===== config.mk =====
export PLATFORM = sky130hd
export DESIGN_NAME = pin_conv_seq
export DESIGN_NICKNAME = d
export VERILOG_FILES = /design/src/rtl/psq_pkg.sv /design/src/rtl/psq_tick.sv /design/src/rtl/psq_edge.sv /design/src/rtl/psq_chan.sv /design/src/rtl/pin_conv_seq.sv
export SDC_FILE = /design/constraint.sdc
export NUM_CORES = 1
export LEC_CHECK = 0
export ABC_AREA = 1
export BUFFER_PORTS_ARGS = -buffer_cell sky130_fd_sc_hd__buf_2
export CAP_MARGIN = 20
export CELL_PAD_IN_SITES_DETAIL_PLACEMENT = 1
export CELL_PAD_IN_SITES_GLOBAL_PLACEMENT = 1
export CORE_ASPECT_RATIO = 1.2
export CORE_MARGIN = 3
export CORE_UTILIZATION = 30
export CTS_CLUSTER_DIAMETER = 150
export DETAILED_ROUTE_END_ITERATION = 12
export PLACE_DENSITY = 0.67
export SLEW_MARGIN = 20
export SYNTH_ARGS = -nofsm -noshare
export SYNTH_HDL_FRONTEND = slang
export SYNTH_SLANG_ARGS = --single-unit
export TNS_END_PERCENT = 100

===== constraint.sdc =====
create_clock -name clk -period 2 [get_ports clk]
set_input_delay 0.1 -clock clk [delete_from_list [all_inputs] [get_ports clk]]
set_output_delay 0.1 -clock clk [all_outputs]
set_load 0.05 [all_outputs]

===== src/rtl/psq_pkg.sv =====
package psq_pkg;

  typedef enum logic [1:0] {
    ST_OFF = 2'd0,
    ST_PWR = 2'd1,
    ST_CNV = 2'd2
  } psq_state_e;

  // Channel choice: single enables pick their own channel, both alternate.
  function automatic logic pick_chan(input logic [1:0] en, input logic ptr);
    logic c;
    case (en)
      2'b10:   c = 1'b1;
      2'b11:   c = ptr;
      default: c = 1'b0;
    endcase
    return c;
  endfunction

endpackage


===== src/rtl/psq_tick.sv =====
module psq_tick #(
  parameter int DIV = 4
) (
  input  logic clk,
  input  logic rst_n,
  output logic tick_o
);

  generate
    if (DIV <= 1) begin : g_every
      assign tick_o = 1'b1;
    end else begin : g_div
      localparam int W = $clog2(DIV);
      localparam logic [W-1:0] LAST = W'(DIV - 1);
      logic [W-1:0] cnt_q, cnt_d;

      always_comb begin
        cnt_d = (cnt_q == LAST) ? '0 : cnt_q + 1'b1;
      end

      always_ff @(posedge clk or negedge rst_n) begin
        if (!rst_n) cnt_q <= '0;
        else        cnt_q <= cnt_d;
      end

      assign tick_o = (cnt_q == LAST);
    end
  endgenerate

endmodule


===== src/rtl/psq_edge.sv =====
module psq_edge (
  input  logic clk,
  input  logic rst_n,
  input  logic pin_i,
  output logic rise_o,
  output logic fall_o
);

  logic pin_q;

  always_ff @(posedge clk or negedge rst_n) begin
    if (!rst_n) pin_q <= 1'b0;
    else        pin_q <= pin_i;
  end

  assign rise_o = pin_i & ~pin_q;
  assign fall_o = ~pin_i & pin_q;

endmodule


===== src/rtl/psq_chan.sv =====
module psq_chan
  import psq_pkg::*;
(
  input  logic       clk,
  input  logic       rst_n,
  input  logic [1:0] en_i,
  input  logic       load_i,
  input  logic       adv_i,
  output logic       chan_o
);

  logic ptr_q, ptr_d;
  logic chan_q, chan_d;

  always_comb begin
    chan_d = chan_q;
    ptr_d  = ptr_q;
    if (load_i) chan_d = pick_chan(en_i, ptr_q);
    if (adv_i)  ptr_d  = ~chan_q;
  end

  always_ff @(posedge clk or negedge rst_n) begin
    if (!rst_n) begin
      chan_q <= 1'b0;
      ptr_q  <= 1'b0;
    end else begin
      if (load_i) chan_q <= chan_d;
      if (adv_i)  ptr_q  <= ptr_d;
    end
  end

  assign chan_o = chan_q;

endmodule


===== src/rtl/pin_conv_seq.sv =====
module pin_conv_seq
  import psq_pkg::*;
#(
  parameter int TICK_DIV    = 4,
  parameter int PWRUP_TICKS = 5,
  parameter int CONV_TICKS  = 10,
  parameter int TMR_W       = 8,
  parameter int DATA_W      = 12
) (
  input  logic              clk,
  input  logic              rst_n,
  input  logic              convst_i,
  input  logic              serial_busy_i,
  input  logic [TMR_W-1:0]  cyc_timer_i,
  input  logic [3:0]        cmd_i,
  input  logic [1:0]        chan_en_i,
  input  logic [DATA_W-1:0] adc_data_i,
  output logic              pwr_en_o,
  output logic              hold_o,
  output logic              conv_start_o,
  output logic              chan_sel_o,
  output logic              res_we_o,
  output logic              res_valid_o,
  output logic              res_chan_o,
  output logic [DATA_W-1:0] res_data_o
);

  localparam int MAXT  = (PWRUP_TICKS > CONV_TICKS) ? PWRUP_TICKS : CONV_TICKS;
  localparam int CNT_W = $clog2(MAXT + 1);
  localparam logic [CNT_W-1:0] PW_DONE = CNT_W'(PWRUP_TICKS);
  localparam logic [CNT_W-1:0] CV_LAST = CNT_W'(CONV_TICKS - 1);

  logic tick, rise, fall, mode_en, accept, done;
  psq_state_e state_q, state_d;
  logic [CNT_W-1:0] cnt_q, cnt_d;
  logic vlat_q, vlat_d, start_q, start_d, we_q, we_d;
  logic [DATA_W-1:0] rdata_q;
  logic rchan_q, rvalid_q, chan;

  psq_tick #(.DIV(TICK_DIV)) u_tick (.clk(clk), .rst_n(rst_n), .tick_o(tick));
  psq_edge u_edge (.clk(clk), .rst_n(rst_n), .pin_i(convst_i), .rise_o(rise), .fall_o(fall));
  psq_chan u_chan (.clk(clk), .rst_n(rst_n), .en_i(chan_en_i), .load_i(accept),
                   .adv_i(done), .chan_o(chan));

  assign mode_en = (cyc_timer_i == '0) && (cmd_i == 4'b0000);

  always_comb begin
    state_d = state_q;
    cnt_d   = cnt_q;
    vlat_d  = vlat_q;
    start_d = 1'b0;
    we_d    = 1'b0;
    accept  = 1'b0;
    done    = 1'b0;
    case (state_q)
      ST_OFF: begin
        if (rise && mode_en && !serial_busy_i) begin
          state_d = ST_PWR;
          cnt_d   = '0;
          accept  = 1'b1;
        end
      end
      ST_PWR: begin
        if (fall) begin
          state_d = ST_CNV;
          vlat_d  = (cnt_q == PW_DONE);
          cnt_d   = '0;
          start_d = 1'b1;
        end else if (tick && (cnt_q != PW_DONE)) begin
          cnt_d = cnt_q + 1'b1;
        end
      end
      ST_CNV: begin
        if (tick) begin
          if (cnt_q == CV_LAST) begin
            state_d = ST_OFF;
            we_d    = 1'b1;
            done    = 1'b1;
          end else begin
            cnt_d = cnt_q + 1'b1;
          end
        end
      end
      default: state_d = ST_OFF;
    endcase
  end

  always_ff @(posedge clk or negedge rst_n) begin
    if (!rst_n) begin
      state_q  <= ST_OFF;
      cnt_q    <= '0;
      vlat_q   <= 1'b0;
      start_q  <= 1'b0;
      we_q     <= 1'b0;
      rdata_q  <= '0;
      rchan_q  <= 1'b0;
      rvalid_q <= 1'b0;
    end else begin
      state_q <= state_d;
      cnt_q   <= cnt_d;
      vlat_q  <= vlat_d;
      start_q <= start_d;
      we_q    <= we_d;
      if (done) begin
        rdata_q  <= adc_data_i;
        rchan_q  <= chan;
        rvalid_q <= vlat_q;
      end
    end
  end

  assign pwr_en_o     = (state_q != ST_OFF);
  assign hold_o       = (state_q == ST_CNV);
  assign conv_start_o = start_q;
  assign chan_sel_o   = chan;
  assign res_we_o     = we_q;
  assign res_valid_o  = rvalid_q;
  assign res_chan_o   = rchan_q;
  assign res_data_o   = rdata_q;

  AST_START_ONE_CYCLE: assert property (@(posedge clk) disable iff (!rst_n) conv_start_o |=> !conv_start_o);
  AST_HOLD_WITH_START: assert property (@(posedge clk) disable iff (!rst_n) $rose(hold_o) |-> conv_start_o);
  AST_WRITE_ENDS_CONV: assert property (@(posedge clk) disable iff (!rst_n) res_we_o |-> (!pwr_en_o && $past(hold_o)));
  AST_RESULT_HELD: assert property (@(posedge clk) disable iff (!rst_n) !res_we_o |-> ($stable(res_data_o) && $stable(res_chan_o) && $stable(res_valid_o)));
  AST_GATED_NO_WAKE: assert property (@(posedge clk) disable iff (!rst_n) (!pwr_en_o && (!mode_en || serial_busy_i)) |=> !pwr_en_o);
  AST_CHAN_FROZEN: assert property (@(posedge clk) disable iff (!rst_n) (pwr_en_o && $past(pwr_en_o)) |-> $stable(chan_sel_o));
  AST_CNT_BOUND: assert property (@(posedge clk) disable iff (!rst_n) cnt_q <= CNT_W'(MAXT));

endmodule


==> impl_metrics.py <==
metrics = {
    "floorplanning": {
        "die_h_microns": 78.8,
        "initial_utilization": 0.323,
        "fp.dieW_microns": 66.7,
        "num_io_pins": 49,
        "design.die.area_sq_mm": 0.00525,
        "rows": 25,
        "core_sq_mm": 0.00410,
    },
    "sta": {
        "max_freq_mhz": 622,
        "drv_slew": 0,
        "setup_violations": 0,
        "worst_pin_slew_ps": 625,
        "min_period_over_period": 0.804,
        "slew_headroom": 0.583,
        "grt_setup_unrepaired": "false",
        "hold_viol_final": 0,
        "fin_tns_setup_ps": 0,
        "finClkSkew_ps": 1.73,
        "post-route-min-period_ps": 1610,
    },
    "setup_path": {
        "cp_cell_sequence": "inv_1, ha_1, inv_2, nor2_1, nor2_1, nand2_1, nor2_2, nand2_2, nand2_1, nand2_1",
        "endpoint_kind": "flip-flop",
        "critPathArrivalTime_ps": 1770,
        "reg2regPathDepth": 10,
        "crit_buf_inv": 2,
        "crit_path_top_delay_cell": "dfrtp_1",
        "cpMostUsedCell": "nand2_1",
        "cp.required_ps": 2170,
        "critPathMaxFanout": 5,
        "critPathLaunchType": "flip-flop",
        "reg2reg_slack_ps": 390,
        "worst_path_dominant_cell_family": "simple AND/OR/NAND/NOR gates",
        "crit_type": "flip-flop to flip-flop",
        "reg2reg_to": "cnt_q[2]$_DFFE_PN0P_",
        "r2r-start": "state_q[0]$_DFFE_PN0P_",
        "max_stage_delay_ps": 390,
    },
    "power": {
        "finalPower_uw": 1630,
        "ir_drop_v": 0.000405,
        "power_density_mw_per_mm2": 952,
        "power_leakage_uw": 0.000894,
    },
    "finish": {
        "drive_above_1_share": 0.284,
        "fin_cells": 265,
        "synthToLayoutAreaGrowth_pct": 29.3,
        "fillers": 526,
        "fin_util": 0.418,
        "diodes": 0,
        "nets": 249,
    },
    "synth": {
        "synth-seq-cells": 28,
        "yosysSeqAreaShare": 0.529,
        "synth_cell_types": 21,
        "synthCells": 158,
        "yosys_warnings": 0,
        "post_synth.cell_area_avg_sq_um": 8.39,
        "synth_top_area_share": 0.529,
        "synth_nets": 195,
        "synth_area_leaders": "dfrtp_1 53%, nand2_1 18%, ha_1 6.6%",
        "synth_top_area_cell": "dfrtp_1",
        "syn_area_sq_mm": 0.00133,
    },
    "clock_network": {
        "cts_root_buffer": "clkbuf_8",
        "post-cts-setup-buffer-count": 0,
        "cts_made_buffers": 3,
        "cts_tree": "built",
        "cts.sinks": 28,
        "htree_num_levels": 1,
        "clkTransAtPathRegs_ps": 90,
        "insertion_delay_ps": 270,
        "cts_resized": 0,
        "clockBufferDepth": 2,
    },
    "place": {
        "io_buffers": 48,
        "dp_cells": 259,
        "place.gp.congestion": 0.754,
        "place_hpwl_mm": 2.69,
    },
    "grt": {
        "grt_pass1_wl_mm": 5.63,
        "grt-ovfl-total": 0,
        "grt_max_degree": 29,
        "antenna_found_initial": 0,
        "grt_pass1_vias": 1322,
        "grt_usage": 0.137,
    },
    "detailed_routing": {
        "vias": 1180,
        "firstDrtPassIters": 3,
        "ant_nets": 0,
        "first_iter_violations": 53,
        "post-route-drc-count": 0,
        "wl_per_cell_microns": 12.5,
        "vias_per_cell": 4.45,
        "totalWireLength_mm": 3.31,
    },
    "hold_path": {
        "worstHoldPathCells": 3,
        "holdPathEnd": "res_data_o[7]$_DFFE_PN0P_",
        "min_from": "adc_data_i[7]",
        "hp-class": "input pin to flip-flop",
    },
    "status": {
        "status": "finished clean",
    },
    "job": {
        "max_cap_viol_count": 0,
    },
}
[worst max-delay path by stage]
stage	startpoint	endpoint	slack [ps]	cells after the start
3_5_place_dp	state_q[0]$_DFFE_PN0P_	cnt_q[2]$_DFFE_PN0P_	380	10
5_1_grt	state_q[0]$_DFFE_PN0P_	cnt_q[2]$_DFFE_PN0P_	210	10
4_1_cts	state_q[0]$_DFFE_PN0P_	cnt_q[2]$_DFFE_PN0P_	360	10
3_3_place_gp	state_q[0]$_DFFE_PN0P_	cnt_q[3]$_DFFE_PN0P_	510	10
6_report	state_q[0]$_DFFE_PN0P_	cnt_q[2]$_DFFE_PN0P_	390	10
2_1_floorplan	state_q[0]$_DFFE_PN0P_	res_data_o[0]$_DFFE_PN0P_	280	8
[cell usage after synthesis, drive strengths merged]
cell / count
nand2: 66
dfrtp: 28
nor2: 21
inv: 14
nand3: 8
ha: 7
nand4: 3
o21ai: 3
a21boi: 2
buf: 2
a21oi: 1
mux2i: 1
o21a: 1
xnor2: 1
[metal layers]
metal | global-route usage | wire length [microns] | up-vias
li1 | - | - | 590
met5 | 0 | 0 | -
met2 | 0.267 | 1800 | 25
met4 | 0.0427 | 14 | 0
met1 | 0.147 | 1360 | 563
met3 | 0.0198 | 137 | 2
[sequential cells by signal (all words and copies together), names as in the netlist]
signal	cells
res_valid_o	1
res_data_o	12
u_tick.g_div.cnt_q	2
u_chan.ptr_q	1
u_chan.chan_o	1
conv_start_o	1
vlat_q	1
cnt_q	4
res_chan_o	1
state_q	2
u_edge.pin_q	1
res_we_o	1
[per-stage QoR]
stage	area (sq um)	setup WS, ps	hold slack (ps)
2_1_floorplan	1330	283	-196
3_3_place_gp	1620	512	147
3_5_place_dp	1620	382	163
4_1_cts	1710	363	23.1
5_1_grt	1710	213	22.6
6_report	1710	392	29.6
[area by class of cell]
cell class	instances	area [sq um]	share of cell area
well taps	54	67.6	0.0394
clock inverters	1	30.0	0.0175
flip-flops and latches	28	701	0.409
multi-input cells	114	553	0.323
clock buffers	3	41.3	0.0241
repair buffers	51	268	0.156
inverters	14	52.6	0.0307
[repair_timing]
action                                  4_1_cts  5_1_grt
hold buffers                                  2        0
endpoints found under the setup margin        0        0
endpoints found under the hold margin        29        0
[worst register-to-register path, stage by stage, from the launching register on]
cell and delay [ps]:
dfrtp_1 390, inv_1 90, ha_1 260, inv_2 110, nor2_1 50, nor2_1 80, nand2_1 60, nor2_2 210
nand2_2 110, nand2_1 90, nand2_1 50
[power breakdown]
group          leakage, uW  total (uW)  internal, uW  switching (uW)
clock network    0.0000357         436           268             168
registers         0.000313         653           610            42.8
logic             0.000545         542           168             374
total             0.000894        1630          1050             585
[cell families after synthesis]
kind of cell	Yosys count	share of synthesized area
mux	1	0.00755
flops	28	0.529
fa+ha+maj	7	0.0661
compound gates	7	0.0321
simple gates	98	0.305
xor+xnor	1	0.00661
buf+inv	16	0.0538
[cell usage in the layout, fill, tap and decap left out, types with 2 or more instances in the layout]
master and count:
inv_2 3, inv_1 11, nand3_1 8, ha_1 7, nand2_1 65, o21ai_0 3
dlygate4sd3_1 2, nor2_1 19, buf_2 48, dfrtp_1 28, nand4_1 2, clkbuf_8 3
Note: power is estimated with default switching activity, not from simulation.
